`config.mk`:
```
export PLATFORM = sky130hd
export DESIGN_NAME = wbr_regfile
export DESIGN_NICKNAME = d
export VERILOG_FILES = /design/src/rtl/wbr_regfile_pkg.sv /design/src/rtl/wbr_regfile_store.sv /design/src/rtl/wbr_regfile_rdport.sv /design/src/rtl/wbr_regfile.sv
export SDC_FILE = /design/constraint.sdc
export NUM_CORES = 2
export LEC_CHECK = 0
export CAP_MARGIN = 20
export CORE_MARGIN = 1.5
export CORE_UTILIZATION = 46
export CTS_CLUSTER_SIZE = 14
export DETAILED_ROUTE_END_ITERATION = 6
export GPL_ROUTABILITY_DRIVEN = 1
export HOLD_SLACK_MARGIN = 0.06
export SYNTH_ARGS = -nofsm -noshare
export SYNTH_HDL_FRONTEND = slang
export SYNTH_SLANG_ARGS = --single-unit
```
`constraint.sdc`:
```
create_clock -name clk -period 6.8 [get_ports clk]
set_input_delay 2.04 -clock clk [delete_from_list [all_inputs] [get_ports clk]]
set_output_delay 2.04 -clock clk [all_outputs]
set_load 0.01 [all_outputs]
```
`src/rtl/wbr_regfile_pkg.sv`:
```
package wbr_regfile_pkg;
    localparam int unsigned RF_DATA_W = 32;
    localparam int unsigned RF_DEPTH  = 32;
    localparam int unsigned RF_ADDR_W = $clog2(RF_DEPTH);
    localparam int unsigned RF_RPORTS = 3;   // two operand ports plus diagnostic
endpackage

```
`src/rtl/wbr_regfile_store.sv`:
```
module wbr_regfile_store #(
    parameter int unsigned DATA_W = 32,
    parameter int unsigned DEPTH  = 32,
    localparam int unsigned ADDR_W = $clog2(DEPTH)
) (
    input  logic                    clk,
    input  logic                    rst_n,
    input  logic                    wr_live,
    input  logic [ADDR_W-1:0]       wr_addr,
    input  logic [DATA_W-1:0]       wr_data,
    output logic [DEPTH*DATA_W-1:0] regs_flat
);
    typedef struct packed {
        logic [DEPTH-1:0][DATA_W-1:0] regs;
    } store_t;

    store_t st_d, st_q;

    always_comb begin
        st_d = st_q;
        if (wr_live) begin
            st_d.regs[wr_addr] = wr_data;
        end
        if (!rst_n) begin
            st_d = '0;
        end
    end

    always_ff @(posedge clk) begin
        st_q <= st_d;
    end

    assign regs_flat = st_q.regs;
endmodule

```
`src/rtl/wbr_regfile_rdport.sv`:
```
module wbr_regfile_rdport #(
    parameter int unsigned DATA_W = 32,
    parameter int unsigned DEPTH  = 32,
    parameter bit          BYPASS = 1'b1,
    localparam int unsigned ADDR_W = $clog2(DEPTH)
) (
    input  logic [DEPTH*DATA_W-1:0] regs_flat,
    input  logic                    wr_live,
    input  logic [ADDR_W-1:0]       wr_addr,
    input  logic [DATA_W-1:0]       wr_data,
    input  logic [ADDR_W-1:0]       rd_addr,
    output logic [DATA_W-1:0]       rd_data
);
    logic [DATA_W-1:0] stored;
    logic              hit;

    assign stored = regs_flat[rd_addr*DATA_W +: DATA_W];

    generate
        if (BYPASS) begin : g_bypass
            assign hit = wr_live && (wr_addr == rd_addr);
        end else begin : g_plain
            assign hit = 1'b0;
        end
    endgenerate

    always_comb begin
        if (rd_addr == '0) begin
            rd_data = '0;
        end else if (hit) begin
            rd_data = wr_data;
        end else begin
            rd_data = stored;
        end
    end
endmodule

```
`src/rtl/wbr_regfile.sv`:
```
module wbr_regfile
    import wbr_regfile_pkg::*;
#(
    parameter int unsigned DATA_W = RF_DATA_W,
    parameter int unsigned DEPTH  = RF_DEPTH,
    localparam int unsigned ADDR_W = $clog2(DEPTH)
) (
    input  logic              clk,
    input  logic              rst_n,
    input  logic              wr_en,
    input  logic [ADDR_W-1:0] wr_addr,
    input  logic [DATA_W-1:0] wr_data,
    input  logic [ADDR_W-1:0] rd_a_addr,
    output logic [DATA_W-1:0] rd_a_data,
    input  logic [ADDR_W-1:0] rd_b_addr,
    output logic [DATA_W-1:0] rd_b_data,
    input  logic [ADDR_W-1:0] dbg_addr,
    output logic [DATA_W-1:0] dbg_data
);
    localparam int unsigned NPORT = RF_RPORTS;

    logic                    wr_live;
    logic [DEPTH*DATA_W-1:0] regs_flat;
    logic [ADDR_W-1:0]       port_addr [NPORT];
    logic [DATA_W-1:0]       port_data [NPORT];

    // a write counts only out of reset and away from the zero register
    assign wr_live = wr_en && rst_n && (wr_addr != '0);

    wbr_regfile_store #(.DATA_W(DATA_W), .DEPTH(DEPTH)) u_store (
        .clk      (clk),
        .rst_n    (rst_n),
        .wr_live  (wr_live),
        .wr_addr  (wr_addr),
        .wr_data  (wr_data),
        .regs_flat(regs_flat)
    );

    assign port_addr[0] = rd_a_addr;
    assign port_addr[1] = rd_b_addr;
    assign port_addr[2] = dbg_addr;

    generate
        for (genvar p = 0; p < NPORT; p++) begin : g_port
            wbr_regfile_rdport #(
                .DATA_W(DATA_W),
                .DEPTH (DEPTH),
                .BYPASS(p < 2)
            ) u_rd (
                .regs_flat(regs_flat),
                .wr_live  (wr_live),
                .wr_addr  (wr_addr),
                .wr_data  (wr_data),
                .rd_addr  (port_addr[p]),
                .rd_data  (port_data[p])
            );
        end
    endgenerate

    assign rd_a_data = port_data[0];
    assign rd_b_data = port_data[1];
    assign dbg_data  = port_data[2];
endmodule

```
==> out/qor.log <==
[outcome] outcome finished, violations left
[outcome] failing checks DRC, setup timing
[synth] flop and latch count out of synthesis 1024
[worst_setup_path] buffer and inverter count on the worst path 5
[clocking] Max H-tree Level 3
[clocking] TritonCTS clock tree done
[drt] number of DRC violations after detailed-routing iteration 0 8947
[worst_setup_path] maximum fanout along the worst path 9
[final_layout] Area growth syn-to-layout 17.4%
[synth] count of warnings emitted by yosys 0
[synth] netlist area before placement 0.0630 mm^2
[timing] crit path setup slack, layout -63.1 ps
[worst_setup_path] sort of element at the start of the critical path primary input
[synth] ys flop type sky130_fd_sc_hd__dfxtp_1
[synth] area fraction in and, or, nand and nor cells after synthesis 15.1%
[worst_setup_path] Worst EP required 4760 ps
[worst_setup_path] data arrival at the endpoint of the critical path 4820 ps
[final_layout] share of post-route cells with drive strength above 1 23.3%
[drt] number of remaining DRC errors 1
[synth] synthesized-area fraction occupied by adder cells 0%
[floorplan] FP Rows 135
[worst_setup_path] Most common cell on crit path sky130_fd_sc_hd__buf_4
[global_route] initial antenna violation count 22
[floorplan] number of primary I/O pins 151
[synth] area share of xor/xnor cells in the synthesized design 0.139%
[worst_setup_path] cell-by-cell trace of the critical path buf_8 -> buf_12 -> buf_4 -> mux4_2 -> a22o_1 -> a221oi_1 -> buf_4 -> o211a_1 -> nor3_1 -> clkdlybuf4s50_1
[timing] minimum period implied by the final worst setup slack 6860 ps
[drt] overall routed net length 316000 um
[clocking] cell at the root of the clock tree sky130_fd_sc_hd__clkbuf_16
[timing] post-route fraction of the period consumed by the critical path 101%
[worst_setup_path] Crit Path Category primary input to output pin
[timing] Slew Limit Headroom 14.5%
[final_layout] net count reported at finish 6749
[floorplan] Initial Util 46.5%
[timing] achievable clock frequency 146 MHz
[placement] DPL Wire Length 200000 um
[placement] GP Congestion 1.00
[timing] RSZ-0062 raised after global routing true
[drt] number of antenna-violating nets in the routed design 0
[synth] portion of the post-synthesis area used by sequential elements 32.5%
[placement] placed cell areas 0.0691 mm^2
[drt] routed length per instance 36.8 um
[synth] Post-Syn Nets 6701
[synth] multiplexer fraction of the synthesized cell area 29.7%
[timing] Setup-failing EPs final 4
[synth] mean instance size in the synthesized netlist 9.48 um^2
[global_route] number of global-route vias before repair 55930
[power] Power Density 207 mW/mm^2
[floorplan] Die X 373 um
[final_layout] final instance area 0.0740 mm^2
[clocking] insertion delay of the later-clocked pin in the worst-skew pair 780 ps
[synth] unique cell type count in the Yosys netlist 61
[global_route] overflow left after global routing 0
[power] Pint 11.2 mW
[global_route] overall fraction of global-route tracks in use 44.4%
[run] Maximum Capacitance Violations 0
[final_layout] Final Core Density 54.6%
[clocking] Num CTS Buffers 119
[synth] share of async-settable or async-resettable flops after synthesis 0%
[drt] count of TritonRoute iterations in the first routing pass 6
[drt] total via count in the routed design 60109
[hold_path] worst hold path class register to register
[clocking] number of sinks handled by clock tree synthesis 1024
[global_route] wire length of the first global-routing pass 438000 um
[power] Comb pwr share 12.6%
[timing] Slew @ Worst Pin 1280 ps
[clocking] clock-pin slew reported for the worst setup and hold paths after clock tree synthesis 60 ps
[placement] count of buffers inserted at the top-level ports 150
[synth] number of standard cells after synthesis 6646
[power] clock group share of total power 47.9%
[timing] number of hold violations in the final report 0
[timing] fin. max-slew vios 0
[floorplan] height of the die 373 um
[power] largest vdd supply drop 0.212 mV
[power] leakage power 24.7 nW
[worst_setup_path] delay of the slowest cell on the worst path 520 ps
[clocking] deepest clock path buffer count 3
[drt] Vias/cell 6.99
[floorplan] overall die area 0.139 mm^2
[synth] number of flops mapped to enable cells by yosys 0
[final_layout] flip-flop count of the largest register, all copies and words added 1024
[power] Sequential Power Share 39.5%
[power] Switch Pwr 4.14 mW
[worst_setup_path] type of destination of the critical path output pin
[global_route] pin count of the biggest net entering global routing 119
[synth] combinational family with the most area after synthesis multiplexers
[synth] complex-gate fraction of the synthesized area 17.2%
[floorplan] core area 0.136 mm^2
[worst_setup_path] kind of cell with the highest combined delay on the critical path buffers and inverters
[timing] Clock Skews 0 ps
[power] Switching Share 27.1%
[worst_setup_path] standard cell with the maximum stage delay on the critical path sky130_fd_sc_hd__mux4_2
## path summary, 6_finish.rpt
check | startpoint | endpoint | slack (ps) | cells past startpoint
hold / removal | u_store.regs_flat[83] | u_store.regs_flat[83] | 490 | 2
setup reg to reg | u_store.regs_flat[200] | u_store.regs_flat[200] | 6010 | 2
setup / recovery | rd_a_addr[0] | rd_a_data[20] | -60 | 10
hold reg to reg | u_store.regs_flat[83] | u_store.regs_flat[83] | 490 | 2
## per-stage QoR
step / TNS (ps) / cells / total power [mW] / setup slack, ps / hold slack [ps]
6_report: -170 / 8597 / 15.3 / -63.1 / 491
4_1_cts: 0 / 8576 / 15.2 / 2.32 / 489
5_1_grt: -311 / 8578 / 15.5 / -78.4 / 504
3_5_place_dp: -14200 / 8338 / 8.02 / -645 / 481
2_1_floorplan: 0 / 6646 / 7.15 / 893 / 460
3_3_place_gp: -13180 / 8338 / 8.02 / -629 / 471
## cells by family (layout without fill, tap and decap cells)
logic type	after synthesis	count (layout)
buffers and inverters	767	918
other	0	19
AOI/OAI and AO/OA	1463	1463
DFF	1024	1024
and+or+nand+nor	2401	2401
muxes	981	981
xor gates and xnor gates	10	10
## synth_stat cells (7+ instances only)
cell type                  instances  area, um^2
sky130_fd_sc_hd__a211oi_1         31         233
sky130_fd_sc_hd__a21boi_0        992        7450
sky130_fd_sc_hd__a21oi_1          41         205
sky130_fd_sc_hd__a221o_1          35         350
sky130_fd_sc_hd__a221oi_1         73         639
sky130_fd_sc_hd__a22oi_1          60         450
sky130_fd_sc_hd__a31oi_1           9        56.3
sky130_fd_sc_hd__and2_1           41         257
sky130_fd_sc_hd__and3b_1           9        78.8
sky130_fd_sc_hd__buf_1            27         101
sky130_fd_sc_hd__buf_2            97         485
sky130_fd_sc_hd__buf_4            30         225
sky130_fd_sc_hd__buf_6            24         270
sky130_fd_sc_hd__clkbuf_1        527        1980
sky130_fd_sc_hd__clkbuf_2         20         100
sky130_fd_sc_hd__dfxtp_1        1024       20500
sky130_fd_sc_hd__inv_1            35         131
sky130_fd_sc_hd__mux2_2           14         158
sky130_fd_sc_hd__mux2i_1         258        2580
sky130_fd_sc_hd__mux4_2          709       16000
sky130_fd_sc_hd__nand2_1        2082        7820
sky130_fd_sc_hd__nand2b_1         31         194
sky130_fd_sc_hd__nand3_1          11        55.1
sky130_fd_sc_hd__nor2_1          106         398
sky130_fd_sc_hd__nor2b_1          12        75.1
sky130_fd_sc_hd__nor3_1           62         310
sky130_fd_sc_hd__nor3b_1           9        67.6
sky130_fd_sc_hd__o211ai_1         12        90.1
sky130_fd_sc_hd__o21ai_0          72         360
sky130_fd_sc_hd__o221ai_1          7        61.3
sky130_fd_sc_hd__o22a_1           15         131
sky130_fd_sc_hd__o22ai_1          89         557
sky130_fd_sc_hd__xnor2_1           9        78.8
## worst reg2reg max path: stages (launching register included)
cell and delay, ps:
sky130_fd_sc_hd__dfxtp_1 380, sky130_fd_sc_hd__nand2_1 70, sky130_fd_sc_hd__a21boi_0 250
## placed cells by master (no fill, tap or decap), types with 35 or more instances in the layout
cell                                 n
sky130_fd_sc_hd__buf_4             375
sky130_fd_sc_hd__o21ai_0            70
sky130_fd_sc_hd__nand2_1          2049
sky130_fd_sc_hd__nor2_1             70
sky130_fd_sc_hd__a21boi_0          992
sky130_fd_sc_hd__buf_12            124
sky130_fd_sc_hd__a21oi_1            40
sky130_fd_sc_hd__o22ai_1            89
sky130_fd_sc_hd__and2_1             41
sky130_fd_sc_hd__nor3_1             52
sky130_fd_sc_hd__a22oi_1            60
sky130_fd_sc_hd__dfxtp_1          1024
sky130_fd_sc_hd__inv_1              35
sky130_fd_sc_hd__mux2i_1           258
sky130_fd_sc_hd__mux4_2            709
sky130_fd_sc_hd__clkdlybuf4s50_1    93
sky130_fd_sc_hd__clkbuf_16         123
sky130_fd_sc_hd__a221oi_1           73
## metal layers
metal  up-vias  global-route usage [%]  share of wire, %
li1      24062                       -                 -
met1     29550                    55.6                35
met2      4938                    61.3                40
met3      1517                    17.7                15
met4        42                    33.2               9.1
met5         -                       0              0.13
## final cells by class
type | instances | area [um^2]
timing repair buffer | 658 | 6960
sequential | 1024 | 20500
antenna | 19 | 47.5
tap | 1781 | 2230
fill | 11897 | 61600
inverter | 36 | 135
clock inverter | 52 | 848
clock buffer | 172 | 3550
multi-input combinational | 4855 | 39700
## what timing repair did
item | 4_1_cts | 5_1_grt
cloned | 0 | 1
pin swaps | 11 | 7
setup endpoints to repair | 63 | 42
hold buffers | 0 | 0
buffers inserted | 14 | 2
resized for setup | 58 | 53
## power groups by stage
stage / clock network [mW] / registers, mW / logic, mW
global route: 7.55 / 6.05 / 1.94
detailed placement: 0 / 6.18 / 1.84
global placement: 0 / 6.18 / 1.84
CTS: 7.29 / 6.04 / 1.85
floorplan: 0 / 6.17 / 0.976
finish: 7.33 / 6.05 / 1.93
(Power assumes the default switching activity.)
